File: src/rtl/qspi_seq_pkg.sv
`timescale 1ns/1ps
package qspi_seq_pkg;

  typedef enum logic [2:0] {
    PH_IDLE, PH_INSTR, PH_ADDR, PH_DUMMY, PH_DATA, PH_TAIL
  } phase_e;

  localparam logic [1:0] SEL_CTRL = 2'd0;
  localparam logic [1:0] SEL_CMD  = 2'd1;
  localparam logic [1:0] SEL_ADDR = 2'd2;
  localparam logic [1:0] SEL_LEN  = 2'd3;

  // lane code -> log2 of bits per serial clock
  function automatic logic [1:0] lanes_log2(input logic [1:0] code);
    case (code)
      2'd2:    return 2'd1;
      2'd3:    return 2'd2;
      default: return 2'd0;
    endcase
  endfunction

  // first enabled phase strictly after cur
  function automatic phase_e next_phase(input phase_e cur, input logic [31:0] cmd);
    if (cur == PH_IDLE && cmd[9:8] != 2'd0) return PH_INSTR;
    if ((cur == PH_IDLE || cur == PH_INSTR) && cmd[11:10] != 2'd0) return PH_ADDR;
    if ((cur == PH_IDLE || cur == PH_INSTR || cur == PH_ADDR) && cmd[22:18] != 5'd0)
      return PH_DUMMY;
    if (cur != PH_DATA && cur != PH_TAIL && cmd[25:24] != 2'd0) return PH_DATA;
    return PH_TAIL;
  endfunction

endpackage

File: src/rtl/qspi_seq_clkgen.sv
`timescale 1ns/1ps
module qspi_seq_clkgen #(
  parameter int PRESC_W = 8
) (
  input  logic               clk,
  input  logic               rst_n,
  input  logic               run_i,
  input  logic               gate_i,
  input  logic [PRESC_W-1:0] presc_i,
  output logic               rise_o,
  output logic               end_o,
  output logic               sclk_o
);
  logic [PRESC_W-1:0] cnt_q, cnt_d, presc_eff;
  logic [PRESC_W:0]   half;
  logic               sclk_q, sclk_d;

  assign presc_eff = (presc_i == '0) ? PRESC_W'(1) : presc_i;
  assign half      = ({1'b0, presc_eff} + 1'b1) >> 1;

  always_comb begin
    if (!run_i)                 cnt_d = '0;
    else if (cnt_q == presc_eff) cnt_d = '0;
    else                         cnt_d = cnt_q + 1'b1;
    sclk_d = run_i && gate_i && ({1'b0, cnt_d} >= half);
  end

  assign rise_o = run_i && gate_i && ({1'b0, cnt_q} == half - 1'b1);
  assign end_o  = run_i && (cnt_q == presc_eff);
  assign sclk_o = sclk_q;

  always_ff @(posedge clk or negedge rst_n) begin
    if (!rst_n) begin
      cnt_q  <= '0;
      sclk_q <= 1'b0;
    end else begin
      cnt_q  <= cnt_d;
      sclk_q <= sclk_d;
    end
  end

  AST_DIV_RANGE: assert property (@(posedge clk) disable iff (!rst_n)
    run_i |-> (cnt_q <= presc_eff));
  AST_RISE_FROM_TICK: assert property (@(posedge clk) disable iff (!rst_n)
    $rose(sclk_q) |-> $past(rise_o));
endmodule

File: src/rtl/qspi_seq_engine.sv
`timescale 1ns/1ps
module qspi_seq_engine
  import qspi_seq_pkg::*;
#(
  parameter int LEN_W = 16
) (
  input  logic             clk,
  input  logic             rst_n,
  input  logic             start_i,
  input  logic [31:0]      cmd_i,
  input  logic [31:0]      addr_i,
  input  logic [LEN_W-1:0] dlen_i,
  input  logic             rise_i,
  input  logic             end_i,
  input  logic             sshift_i,
  input  logic [3:0]       io_in_i,
  input  logic [7:0]       tx_data_i,
  output logic             busy_o,
  output logic             gate_o,
  output logic [3:0]       io_out_o,
  output logic [3:0]       io_oe_o,
  output logic             tx_pop_o,
  output logic             rx_push_o,
  output logic [7:0]       rx_data_o
);
  phase_e           ph_q, ph_d, tgt;
  logic [31:0]      sr_q, sr_d;
  logic [5:0]       cl_q, cl_d;
  logic [LEN_W-1:0] bl_q, bl_d;
  logic [7:0]       rxs_q, rxs_d, rxd_q, rxd_d;
  logic             push_q, push_d;
  logic             load, pop, rd, sample, drive;
  logic [1:0]       cur_mode, cur_l, asz;
  logic [2:0]       step;

  assign rd  = (cmd_i[27:26] == 2'd1);
  assign asz = cmd_i[13:12];

  always_comb begin
    case (ph_q)
      PH_INSTR: cur_mode = cmd_i[9:8];
      PH_ADDR:  cur_mode = cmd_i[11:10];
      PH_DATA:  cur_mode = cmd_i[25:24];
      default:  cur_mode = 2'd0;
    endcase
    cur_l = lanes_log2(cur_mode);
    step  = 3'd1 << cur_l;
  end

  always_comb begin
    ph_d = ph_q; sr_d = sr_q; cl_d = cl_q; bl_d = bl_q;
    rxs_d = rxs_q; rxd_d = rxd_q; push_d = 1'b0;
    pop = 1'b0; load = 1'b0; tgt = PH_IDLE;
    sample = (ph_q == PH_DATA) && rd && (sshift_i ? end_i : rise_i);
    if (sample) begin
      case (cur_l)
        2'd0:    rxs_d = {rxs_q[6:0], io_in_i[1]};
        2'd1:    rxs_d = {rxs_q[5:0], io_in_i[1:0]};
        default: rxs_d = {rxs_q[3:0], io_in_i};
      endcase
    end
    if (ph_q == PH_IDLE) begin
      if (start_i) begin
        load = 1'b1;
        tgt  = next_phase(PH_IDLE, cmd_i);
      end
    end else if (end_i) begin
      if (ph_q == PH_TAIL) begin
        ph_d = PH_IDLE;
      end else if (cl_q != 6'd0) begin
        cl_d = cl_q - 1'b1;
        sr_d = sr_q << step;
      end else if (ph_q == PH_DATA) begin
        if (rd) begin
          push_d = 1'b1;
          rxd_d  = rxs_d;
        end
        load = 1'b1;
        if (bl_q == '0) tgt = next_phase(PH_DATA, cmd_i);
        else begin
          bl_d = bl_q - 1'b1;
          tgt  = PH_DATA;
        end
      end else begin
        load = 1'b1;
        tgt  = next_phase(ph_q, cmd_i);
      end
    end
    if (load) begin
      ph_d = tgt;
      case (tgt)
        PH_INSTR: begin
          sr_d = {cmd_i[7:0], 24'h0};
          cl_d = (6'd8 >> lanes_log2(cmd_i[9:8])) - 1'b1;
        end
        PH_ADDR: begin
          sr_d = addr_i << {2'd3 - asz, 3'b000};
          cl_d = (({4'd0, asz} + 6'd1) << 3 >> lanes_log2(cmd_i[11:10])) - 1'b1;
        end
        PH_DUMMY: cl_d = {1'b0, cmd_i[22:18]} - 1'b1;
        PH_DATA: begin
          sr_d = {tx_data_i, 24'h0};
          pop  = !rd;
          cl_d = (6'd8 >> lanes_log2(cmd_i[25:24])) - 1'b1;
          if (ph_q != PH_DATA) bl_d = dlen_i;
        end
        default: ;
      endcase
    end
  end

  always_ff @(posedge clk or negedge rst_n) begin
    if (!rst_n) begin
      ph_q <= PH_IDLE; sr_q <= '0; cl_q <= '0; bl_q <= '0;
      rxs_q <= '0; rxd_q <= '0; push_q <= 1'b0;
    end else begin
      ph_q <= ph_d; sr_q <= sr_d; cl_q <= cl_d; bl_q <= bl_d;
      rxs_q <= rxs_d; rxd_q <= rxd_d; push_q <= push_d;
    end
  end

  assign drive = (ph_q == PH_INSTR) || (ph_q == PH_ADDR) || (ph_q == PH_DATA && !rd);
  always_comb begin
    case (cur_l)
      2'd0:    begin io_out_o = {3'b000, sr_q[31]};    io_oe_o = drive ? 4'b0001 : 4'b0000; end
      2'd1:    begin io_out_o = {2'b00, sr_q[31:30]};  io_oe_o = drive ? 4'b0011 : 4'b0000; end
      default: begin io_out_o = sr_q[31:28];           io_oe_o = drive ? 4'b1111 : 4'b0000; end
    endcase
  end

  assign busy_o    = (ph_q != PH_IDLE);
  assign gate_o    = (ph_q == PH_INSTR) || (ph_q == PH_ADDR) ||
                     (ph_q == PH_DUMMY) || (ph_q == PH_DATA);
  assign tx_pop_o  = pop;
  assign rx_push_o = push_q;
  assign rx_data_o = rxd_q;

  AST_IDLE_QUIET: assert property (@(posedge clk) disable iff (!rst_n)
    (ph_q == PH_IDLE) |-> (io_oe_o == 4'b0000));
  AST_OUT_STABLE: assert property (@(posedge clk) disable iff (!rst_n)
    (ph_q != PH_IDLE && !end_i) |=> $stable(io_out_o));
  AST_PUSH_AT_END: assert property (@(posedge clk) disable iff (!rst_n)
    rx_push_o |-> $past(end_i));
  AST_TAIL_RELEASE: assert property (@(posedge clk) disable iff (!rst_n)
    (ph_q == PH_TAIL && end_i) |=> (ph_q == PH_IDLE));
endmodule

File: src/rtl/qspi_cmd_seq.sv
`timescale 1ns/1ps
module qspi_cmd_seq
  import qspi_seq_pkg::*;
#(
  parameter int LEN_W       = 16,
  parameter int SYNC_STAGES = 2
) (
  input  logic        clk,
  input  logic        rst_n,
  input  logic        reg_wr,
  input  logic [1:0]  reg_sel,
  input  logic [31:0] reg_wdata,
  output logic        busy,
  output logic        sclk,
  output logic [1:0]  cs_n,
  output logic [3:0]  io_out,
  output logic [3:0]  io_oe,
  input  logic [3:0]  io_in,
  output logic        tx_pop,
  input  logic [7:0]  tx_data,
  output logic        rx_push,
  output logic [7:0]  rx_data
);
  localparam int PRESC_W = 8;

  logic [SYNC_STAGES-1:0] rs_q;
  logic                   rst_s_n;
  logic [31:0]            ctrl_q, ctrl_d, cmd_q, cmd_d, addr_q, addr_d;
  logic [LEN_W-1:0]       dlen_q, dlen_d;
  logic                   start_q, start_d, wr_ok, eng_busy, gate, rise, tick_end;

  // asynchronous assertion, synchronous release
  always_ff @(posedge clk or negedge rst_n) begin
    if (!rst_n) rs_q <= '0;
    else        rs_q <= {rs_q[SYNC_STAGES-2:0], 1'b1};
  end
  assign rst_s_n = rs_q[SYNC_STAGES-1];

  always_comb begin
    wr_ok  = reg_wr && !eng_busy && !start_q;
    ctrl_d = ctrl_q; cmd_d = cmd_q; addr_d = addr_q; dlen_d = dlen_q;
    if (wr_ok) begin
      case (reg_sel)
        SEL_CTRL: ctrl_d = reg_wdata;
        SEL_CMD:  cmd_d  = reg_wdata;
        SEL_ADDR: addr_d = reg_wdata;
        default:  dlen_d = reg_wdata[LEN_W-1:0];
      endcase
    end
    start_d = wr_ok &&
      ((reg_sel == SEL_CMD  && !reg_wdata[27] && reg_wdata[11:10] == 2'd0) ||
       (reg_sel == SEL_ADDR && !cmd_q[27]     && cmd_q[11:10]     != 2'd0));
  end

  always_ff @(posedge clk or negedge rst_s_n) begin
    if (!rst_s_n) begin
      ctrl_q <= '0; cmd_q <= '0; addr_q <= '0; dlen_q <= '0; start_q <= 1'b0;
    end else begin
      ctrl_q <= ctrl_d; cmd_q <= cmd_d; addr_q <= addr_d; dlen_q <= dlen_d;
      start_q <= start_d;
    end
  end

  qspi_seq_clkgen #(.PRESC_W(PRESC_W)) i_clkgen (
    .clk(clk), .rst_n(rst_s_n), .run_i(eng_busy), .gate_i(gate),
    .presc_i(ctrl_q[31:24]), .rise_o(rise), .end_o(tick_end), .sclk_o(sclk)
  );

  qspi_seq_engine #(.LEN_W(LEN_W)) i_engine (
    .clk(clk), .rst_n(rst_s_n), .start_i(start_q), .cmd_i(cmd_q),
    .addr_i(addr_q), .dlen_i(dlen_q), .rise_i(rise), .end_i(tick_end),
    .sshift_i(ctrl_q[4]), .io_in_i(io_in), .tx_data_i(tx_data),
    .busy_o(eng_busy), .gate_o(gate), .io_out_o(io_out), .io_oe_o(io_oe),
    .tx_pop_o(tx_pop), .rx_push_o(rx_push), .rx_data_o(rx_data)
  );

  assign busy = eng_busy;
  assign cs_n = !eng_busy ? 2'b11 : (ctrl_q[7] ? 2'b01 : 2'b10);

  AST_CS_ONEHOT: assert property (@(posedge clk) disable iff (!rst_s_n)
    $onehot0(~cs_n));
  AST_START_BUSY: assert property (@(posedge clk) disable iff (!rst_s_n)
    start_q |=> busy);
  AST_SCLK_IDLE_LOW: assert property (@(posedge clk) disable iff (!rst_s_n)
    !busy |-> !sclk);
endmodule

File: config.mk
export PLATFORM = sky130hd
export DESIGN_NAME = qspi_cmd_seq
export DESIGN_NICKNAME = d
export VERILOG_FILES = /design/src/rtl/qspi_seq_pkg.sv /design/src/rtl/qspi_seq_clkgen.sv /design/src/rtl/qspi_seq_engine.sv /design/src/rtl/qspi_cmd_seq.sv
export SDC_FILE = /design/constraint.sdc
export NUM_CORES = 1
export LEC_CHECK = 0
export BUFFER_PORTS_ARGS = -buffer_cell sky130_fd_sc_hd__buf_2
export CAP_MARGIN = 20
export CORE_MARGIN = 1
export CORE_UTILIZATION = 39
export DETAILED_ROUTE_END_ITERATION = 10
export PLACE_DENSITY = 0.63
export SYNTH_ARGS = -nofsm -noshare
export SYNTH_HDL_FRONTEND = slang
export SYNTH_SLANG_ARGS = --single-unit
export TNS_END_PERCENT = 100
File: constraint.sdc
create_clock -name clk -period 7.1 [get_ports clk]
set_input_delay 0.355 -clock clk [delete_from_list [all_inputs] [get_ports clk]]
set_output_delay 0.355 -clock clk [all_outputs]
set_load 0.005 [all_outputs]
# After elaboration in Yosys (flattened, before gate mapping)

Index checks and enable logic that the tools add are counted.

Output and inout bits: 22
Bits in latches: 0
Input port bits: 49
Memories kept: 0
ROM bits: 0
Register bits: 194
Bits in writable memories: 0

Multiply operators: 0
Divide/modulo/power cells: 0
Bitwise logic cells: 4
Magnitude comparators: 1
Shift-type cells: 6
Equal/unequal tests: 26
Reduce and logical (&&, ||, !) cells: 52
Add/subtract/negate cells: 11
Mux-type cells: 133

Operator list:

| kind                                                | count |
|---|---|
| 2-to-1 mux 32 bit                                   | 5 |
| 2-to-1 mux 16 bit                                   | 9 |
| one-hot mux 32 bit (3 select lines)                 | 1 |
| 2-to-1 mux 3 bit                                    | 26 |
| 2-to-1 mux 1 bit                                    | 64 |
| 2-to-1 mux 8 bit                                    | 4 |
| << shifter 32 x 3 -> 32 bit                         | 1 |
| << shifter 32 x 5 -> 32 bit                         | 1 |
| 2-to-1 mux 6 bit                                    | 5 |
| one-hot mux 6 bit (4 select lines)                  | 1 |
| subtractor 6 x 1 -> 6 bit, second input constant    | 4 |
| logical AND 1 bit                                   | 19 |
| equality test 2 bit, second input constant          | 9 |
| 2-to-1 mux 2 bit                                    | 9 |
| zero test 16 bit                                    | 1 |
| one-hot mux 2 bit (2 select lines)                  | 4 |
| one-hot mux 4 bit (2 select lines)                  | 2 |
| one-hot mux 8 bit (2 select lines)                  | 1 |
| subtractor 16 x 1 -> 16 bit, second input constant  | 1 |
| equality test 3 x 2 -> 1 bit, second input constant | 4 |
| >> shifter 4 x 2 -> 6 bit, first input constant     | 2 |
| nonzero test 2 bit                                  | 5 |
| adder 8 x 1 -> 9 bit, second input constant         | 1 |
| equality test 3 bit, second input constant          | 3 |
| other kinds (29)                                    | 51 |

# Logic depth before layout (Yosys ltp)

Gate-level depths: netlist of the first run.

Depth after elaboration: 45
Gate-level depth with buffers: 16
Mapped depth without buffers: 15

# By module

Synthesis of the first run repeated with hierarchy kept, for this count alone.

Cells, all modules: 975
Area total of the unflattened synthesis: 10188.5 sq um

By module, submodules not included:

| module          | cells each | sequential area each (sq um) | times used | area each (sq um) |
|---|---|---|---|---|
| qspi_seq_engine | 634        | 1851.8                       | 1          | 5490.3 |
| qspi_cmd_seq    | 205        | 2327.2                       | 1          | 3528.4 |
| qspi_seq_clkgen | 136        | 225.2                        | 1          | 1169.9 |

# Worst setup path before layout of the first run

No wires, ideal clock.

Path kind: register -> register
Start: register ctrl_q[28]
End: register i_clkgen.sclk_q, in the netlist i_clkgen.sclk_o
Setup slack: 3.380 ns
Data arrival time: 3.602 ns
Cell stages (with the launch flop): 17
Clock period less this slack: 3.720 ns
Buffers on the path: 1
Data required time: 6.982 ns
Path through: dfrtp_1 buf_6 or4_4 o41ai_4 a211o_1 nand2_1 or2_2 ha_1 nand2b_1 a21o_1 a21o_1 a21o_1 a21o_1 a21o_1 a21o_1 a21oi_1 nor2_1

Cells in the longest elaborated chain, start to end: 7
Elaborated cells on any way between the ends: 8

Ends and longest elaborated chain:

| element                                                                      | RTL line              | source |
|---|---|---|
| start: declaration                                                           | qspi_cmd_seq.sv:28    | `logic [31:0] ctrl_q, ctrl_d, cmd_q, cmd_d, addr_q, addr_d;` |
| start signal: assignment                                                     | qspi_cmd_seq.sv:59    | `ctrl_q <= ctrl_d; cmd_q <= cmd_d; addr_q <= addr_d; dlen_q <= dlen_d;` |
| zero test 8 bit                                                              | qspi_seq_clkgen.sv:18 | `assign presc_eff = (presc_i == '0) ? PRESC_W'(1) : presc_i;` |
| 2-to-1 mux 8 bit (*)                                                         | qspi_seq_clkgen.sv:18 |  |
| parallel branches: the longest is 3 deep, another holds adder 8 x 1 -> 9 bit | --                    |  |
| greater-or-equal comparator 8 bit (*)                                        | qspi_seq_clkgen.sv:25 | `sclk_d = run_i && gate_i && ({1'b0, cnt_d} >= half);` |
| logical AND 1 bit (*)                                                        | qspi_seq_clkgen.sv:25 |  |
| via i_clkgen.sclk_d                                                          | qspi_seq_clkgen.sv:16 | `logic sclk_q, sclk_d;` |
| end signal: assignment                                                       | qspi_seq_clkgen.sv:38 | `sclk_q <= sclk_d;` |
| end: declaration                                                             | qspi_seq_clkgen.sv:16 |  |

Mark *: on every way through the listed nets, which the timed path passes.
A chain may end at the register's enable or synchronous reset.

# Worst setup path in the final report of the first run

Start: register ctrl_q[27]
End: register i_clkgen.sclk_q, in the netlist i_clkgen.sclk_o

The elaborated chain is that of the path after synthesis.

==> reports/summary.txt, run 1 <==
Most frequent cells in the layout = dfrtp_1, mux2_2, nor2_1
Worst Max-Slew Pin Slew = 1.021 ns
Final net count = 1049
RR Endpoint = i_clkgen.sclk_o$_DFF_PN0_
Register-to-register setup slack = 2.94 ns
Post-DRT Antenna Nets = 0
GRT Residual Overflow = 0
Hold endpoint = addr_q[16]$_DFFE_PN0P_
Tcrit/Tclk final = 0.5863
# rows = 57
Pwr dens = 395.9 nW/um^2
# fillers = 2345
CTS Sinks = 167
Hold path cells = 2
TritonCTS Buffers = 17
Drt pass-1 iters = 5
Fraction of layout cells with a size suffix above 1 = 0.2355
Starting Density = 0.3974
Setup violators final = 0
Syn Nets = 1013
Area of the core = 24250 um^2
First-pass GRT wire length = 39.26 mm
Warnings from Yosys = 0
Hold Fails Final Rpt = 0
Residual DRC = 0
Chip width = 159.2 um
# resized after CTS = 0
VDD IR max = 0.0001974 V
Antenna violations before repair = 0
CTS HTree Levels = 4
Rel. slew slack = 0.3174
Period minus WS final = 4.163 ns
Post-Synth XOR/XNOR Area = 0.04453
Area growth syn-to-layout = 12.44%
Worst R2R Path Depth = 15
Post-synthesis mux area share = 0.1867
Adder-Cell Fraction of Synth Area = 0.01948
RR Startpoint = ctrl_q[27]$_DFFE_PN0P_
Area after DPL = 10210 um^2
Max Clk Rate = 0.2402 GHz
Synth Area in Simple Gates = 0.1300
Longest Clk Path Bufs = 2
Worst path required time = 7.42 ns
Synth Area per Inst = 10.15 um^2
Total GRT Usage = 0.1985
Final Max Slew Viols = 0
CTS Root Cell = clkbuf_16
Outcome = finished, final reports clean
DR vias/cell = 5.572
Worst-path cell chain = or4_4 > o41ai_4 > a211o_1 > nand2_1 > or2_2 > ha_1 > nand2b_1 > a21o_1 > a21o_1 > a21o_1 > a21o_1 > a21o_1 > a21o_1 > a21oi_1 > nor2_1
# IOs = 71
Number of global-route vias before repair = 6968
I/O Buffers = 70
WL per Instance = 18.46 um
Largest net degree at the start of global routing = 77
Worst Clk Skew = 0.01059 ns
Postcts setup bufs = 0
Worst path arrival time = 4.48 ns
CP Class = reg -> reg
FF+latch count, synth = 167
Die Y = 159.2 um
Worst Slack Setup Final = 2.937 ns
Clock Latency Late Sink = 0.44 ns
Startpoint Class = flip-flop
Compound-Gate Fraction of Synth Area = 0.1487
Hold crit path type = in -> reg
RSZ-0062 raised after global routing = no
Placement-stage worst setup slack = 3.011 ns
Detailed-route via count = 7366
CTS clk-pin slew, worst paths = 0.07 ns
HP Start = reg_wdata[16]
Register Area = 4183 um^2
Leak = 0.004853 uW
CP max stage delay = 0.63 ns
EDFF count, synth = 0
Fraction of registers with async set/reset = 1.000
CTS tree = built
Most frequent CP cell = a21o_1
Final TNS setup = 0 ns
Crit path capture type = flip-flop
Synth Cell Area = 9637 um^2
Antenna cell count = 0
Worst-path maximum fanout = 11
Top FF cell, synth = dfrtp_1
Die Area = 25340 um^2
Critical-path top delay cell = or4_4
Main combinational cell family by area after synthesis = multiplexers
Max_cap viols = 0
Crit path from = ctrl_q[27]$_DFFE_PN0P_
Multi-input logic area = 5124 um^2
Dpl hpwl = 17.53 mm
Final Instance Area = 10840 um^2
Yosys cell types = 64
Most common cell after layout, fill and taps aside = dfrtp_1
DRT iter0 DRCs = 711
GPL Wtd Cong = 0.8743
Register area share after synthesis = 0.4337
Detailed-route wire length = 24.41 mm
Post-Syn Instances = 949
-- critical path, delay by kind of cell, from the launching register on --
kind	cells	cell delay [ns]
AO/OA/AOI/OAI	9	1.89
adder cells (fa/ha/maj)	1	0.26
AND/OR/NAND/NOR	5	1.40
flip-flops	1	0.50
-- metal layers --
metal	share of wire	wire length (um)	GRT usage	vias up
li1	-	-	-	3529
met1	0.49	11960	0.2962	3604
met2	0.45	10960	0.2949	206
met3	0.044	1083	0.02970	27
met4	0.017	410	0.06206	0
met5	0	0	0	-
-- cells in the mapped netlist (3+ instances only) --
master	number	share of area
o22ai_1	19	0.012
mux2i_1	65	0.068
xor2_1	18	0.016
a211oi_1	47	0.037
nand2b_1	8	0.0052
dfrtp_1	167	0.43
nand2_1	57	0.022
o21ai_1	13	0.0068
nand4b_1	3	0.0027
a221oi_1	8	0.0073
buf_4	3	0.0023
or4_1	6	0.0047
xnor2_1	31	0.028
nor3_1	10	0.0052
inv_1	9	0.0035
nand3b_1	7	0.0055
nor2b_1	5	0.0032
or3_1	5	0.0032
clkbuf_1	46	0.018
nor4_1	6	0.0039
ha_1	15	0.019
buf_6	5	0.0058
a21o_1	7	0.0055
nor3b_1	7	0.0055
a21oi_1	67	0.035
nand3_1	19	0.0099
buf_2	12	0.0062
mux2_2	100	0.12
nor4_2	3	0.0039
and3_1	8	0.0052
nor2_1	98	0.038
o21ai_0	19	0.0099
a22oi_1	10	0.0078
-- cell type report --
class                   instances  share of cell area
repair buffers                 84             0.04596
multi-input cells             705              0.4729
clock buffers                  17             0.03926
well taps                     324             0.03741
inverters                      10            0.003464
flip-flops and latches        167              0.3860
clock inverters                15             0.01501
-- state kept, by name, indices dropped and copies added (netlist names) --
name,count
i_engine.rx_push_o,1
i_engine.rx_data_o,8
rs_q,2
i_engine.bl_q,16
i_clkgen.cnt_q,8
start_q,1
addr_q,32
i_engine.rxs_q,8
ctrl_q,10
i_engine.ph_q,3
dlen_q,16
i_clkgen.sclk_o,1
cmd_q,23
i_engine.cl_q,6
i_engine.sr_q,32
-- where the power goes --
group | internal, uW | switching, uW | total [uW] | leakage (uW)
logic | 791 | 861 | 1650 | 0.00245
registers | 1290 | 425 | 1720 | 0.00213
clock network | 497 | 422 | 919 | 0.000269
-- through the flow --
stage	util	std cells	total power, uW	hold slack [ns]
floorplan	-	949	2934	0.05941
detailed placement	0.4211	1288	3364	0.1413
CTS	0.4457	1321	4297	0.1406
global placement	0.4199	1287	3327	0.1410
finish	0.4469	1322	4289	0.1512
global route	0.4469	1322	4587	0.1460
-- cell families after synthesis --
| kind of cell | Yosys count |
|---|---|
| mux | 167 |
| simple gates | 255 |
| compound gates | 218 |
| other cells | 1 |
| xor+xnor | 49 |
| buf+inv | 77 |
| fa+ha+maj | 15 |
| flops | 167 |
-- how the worst max path moves through the flow --
| stage | to | slack, ns | depth (start not counted) |
|---|---|---|---|
| finish | i_clkgen.sclk_o$_DFF_PN0_ | 2.94 | 15 |
| global route | i_clkgen.sclk_o$_DFF_PN0_ | 2.69 | 15 |
| CTS | i_clkgen.sclk_o$_DFF_PN0_ | 2.98 | 15 |
| floorplan | addr_q[0]$_DFFE_PN0P_ | 2.10 | 0 |
| detailed placement | i_clkgen.sclk_o$_DFF_PN0_ | 3.01 | 15 |
| global placement | i_clkgen.sclk_o$_DFF_PN0_ | 3.11 | 15 |
-- what timing repair did --
item | 4_1_cts | 5_1_grt
endpoints found under the setup margin | 0 | 0
hold endpoints to repair | 2 | 0
hold buffers | 1 | 0
Note: power is estimated with default switching activity, not from simulation.
==> run 2, diff against run 1 <==
PLACE_DENSITY = 0.65   (was 0.63)
clock period = 3.8 ns   (was 7.1 ns; I/O delays follow)
==> run 2 against run 1 <==
  * Register-to-register slack worse by 2.7 ns
  * Total power up 89%
  * Highest routed layer unchanged
  * Largest power group unchanged
  * First-iteration DRC count down 18%
  * Combinational power up 91%
  * Maximum frequency up 18%
  * Critical path type unchanged
  * Critical path depth down 3
  * Clock skew up 0.0032 ns
  * Non-clock buffer count up 12
  * Utilization up 0.28 points
  * Via count up 1.7%
  * Global-route usage down 0.15 points
==> reports/summary.txt, run 2 (synthesized netlist as in run 1, its figures left out) <==
Outcome = finished, final reports clean
# fillers = 2358 (+0.55%)
HP Start = reg_wdata[31]
Residual DRC = 0 (unchanged)
RSZ-0062 raised after global routing = no
Fraction of layout cells with a size suffix above 1 = 0.2369 (+0.001397)
Area after DPL = 10270 um^2 (+0.58%)
Area growth syn-to-layout = 13.14%
Worst Max-Slew Pin Slew = 1.047 ns (+0.02575 ns)
# rows = 57 (unchanged)
Detailed-route wire length = 24.43 mm (about the same)
Setup violators final = 0 (unchanged)
CTS tree = built
CTS Sinks = 167 (unchanged)
Antenna cell count = 0 (unchanged)
Leak = 0.004908 uW (+1.1%)
Clock Latency Late Sink = 0.43 ns (about the same)
CP Class = reg -> reg
Startpoint Class = flip-flop
Die Area = 25340 um^2 (unchanged)
Detailed-route via count = 7494 (+1.7%)
DRT iter0 DRCs = 584 (-18%)
WL per Instance = 18.33 um (-0.74%)
# resized after CTS = 0 (unchanged)
Drt pass-1 iters = 4 (-1)
Final net count = 1061 (+1.1%)
Period minus WS final = 3.514 ns (-0.6483 ns)
Comb power frac = 0.389 (+0.004)
CTS HTree Levels = 4 (unchanged)
Hold crit path type = in -> reg
Hold Fails Final Rpt = 0 (unchanged)
Number of global-route vias before repair = 7082 (+1.6%)
Dpl hpwl = 17.58 mm (+0.28%)
Worst-path maximum fanout = 9 (-2)
Tcrit/Tclk final = 0.9248 (+0.3386)
Antenna violations before repair = 0 (unchanged)
Most frequent cells in the layout = dfrtp_1, mux2_2, nor2_1
Register-to-register setup slack = 0.29 ns (-2.65 ns)
CTS clk-pin slew, worst paths = 0.06 ns (about the same)
NetSw = 3160 uW (+85%)
VDD IR max = 0.0003290 V (+67%)
Power consumption = 8097 uW (+89%)
Crit path capture type = flip-flop
Crit path from = ctrl_q[27]$_DFFE_PN0P_
CTS Root Cell = clkbuf_16
Internal Pwr Total = 4937 uW (+91%)
Postcts setup bufs = 0 (unchanged)
Final TNS setup = 0 ns (unchanged)
Die Y = 159.2 um (unchanged)
Max Clk Rate = 0.2845 GHz (+18%)
GPL Wtd Cong = 0.8719 (-0.27%)
Seq pwr share = 0.395 (-0.006)
Worst Clk Skew = 0.01378 ns (+0.003187 ns)
Starting Density = 0.3974 (unchanged)
RR Startpoint = ctrl_q[27]$_DFFE_PN0P_
Largest registers = addr_q x32, i_engine.sr_q x32, cmd_q x23
I/O Buffers = 70 (unchanged)
Longest Clk Path Bufs = 2 (unchanged)
TritonCTS Buffers = 17 (unchanged)
Switching part of the total = 0.3902 (-0.007863)
Final Instance Area = 10900 um^2 (+0.62%)
DR vias/cell = 5.622 (+0.90%)
Most common cell after layout, fill and taps aside = dfrtp_1
GRT Residual Overflow = 0 (unchanged)
# IOs = 71 (unchanged)
Post-CTS Hold Fix Bufs = 5 (+4)
Post-DRT Antenna Nets = 0 (unchanged)
Largest net degree at the start of global routing = 166 (+120%)
Worst path arrival time = 3.82 ns (-0.66 ns)
First-pass GRT wire length = 39.17 mm (-0.23%)
Final core utilization = 0.4496 (+0.002787)
Total GRT Usage = 0.1970 (-0.001520)
Worst path required time = 4.11 ns (-3.31 ns)
Pwr dens = 742.6 nW/um^2 (+88%)
Rel. slew slack = 0.3019 (-0.01552)
Chip width = 159.2 um (unchanged)
Share of total power in the clock network = 0.216 (+0.002)
Area of the core = 24250 um^2 (unchanged)
Final Max Slew Viols = 0 (unchanged)
Max_cap viols = 0 (unchanged)
## run 2: cell types whose count changed in the layout (fill, tap and decap cells not counted), sizes merged
cell / before / now
buf: 83 / 91
dlygate4sd3: 1 / 5
clkbuf: 17 / 20
clkinvlp: 6 / 3
bufinv: 1 / 2
clkinv: 2 / 1
inv: 16 / 15
## run 2: power groups by stage
stage / combinational [uW] / sequential (uW) / clock, uW
floorplan: 2640 / 2840 / 0
CTS: 3140 / 3190 / 1780
finish: 3150 / 3200 / 1750
global placement: 3080 / 3190 / 0
global route: 3480 / 3290 / 1850
detailed placement: 3120 / 3220 / 0
## run 2: layout make-up
cell class,count,area [um^2],area share
clock buffer,20,446.7,0.04097
clock inverter,11,137.6,0.01262
inverter,10,37.54,0.003443
multi-input combinational,705,5122,0.4698
sequential,167,4183,0.3836
tap,324,405.4,0.03718
timing repair buffer,96,570.5,0.05233
## run 2: final timing paths
kind / end / depth (start not counted)
max in group asynchronous: i_engine.sr_q[21]$_DFF_PN0_ / 1
setup / recovery: i_engine.rxs_q[5]$_DFF_PN0_ / 12
hold / removal: ctrl_q[31]$_DFFE_PN0P_ / 2
min in group asynchronous: rs_q[1]$_DFF_PN0_ / 2
setup reg to reg: i_engine.rxs_q[5]$_DFF_PN0_ / 12
hold reg to reg: rs_q[1]$_DFF_PN0_ / 0
## run 2: stage by stage
step / hold WS (ns) / cells / setup slack (ns)
3_3_place_gp: -0.02451 / 1297 / 0.3390
3_5_place_dp: -0.02113 / 1297 / 0.2817
6_report: 0.009104 / 1333 / 0.2856
4_1_cts: 0.00009392 / 1333 / 0.2706
2_1_floorplan: -0.1056 / 949 / 0.08010
5_1_grt: 0.001775 / 1333 / 0.03708
## run 2: layer usage
metal	up-vias	global-route usage	part of all wire
met2	212	0.2978	0.45
met5	-	0	0
li1	3559	-	-
met4	0	0.06774	0.021
met1	3689	0.2830	0.48
met3	34	0.03595	0.051
## run 2: worst max-delay path: stages, from the launching register on
cell     delay [ns]
dfrtp_1        0.37
or4_4          0.57
o31ai_1        0.24
nand2_1        0.16
ha_1           0.34
xnor2_1        0.12
or4_1          0.40
nor2_1         0.10
nand3_1        0.09
nor4_2         0.25
nor2_4         0.15
nor2_4         0.24
mux2_2         0.37
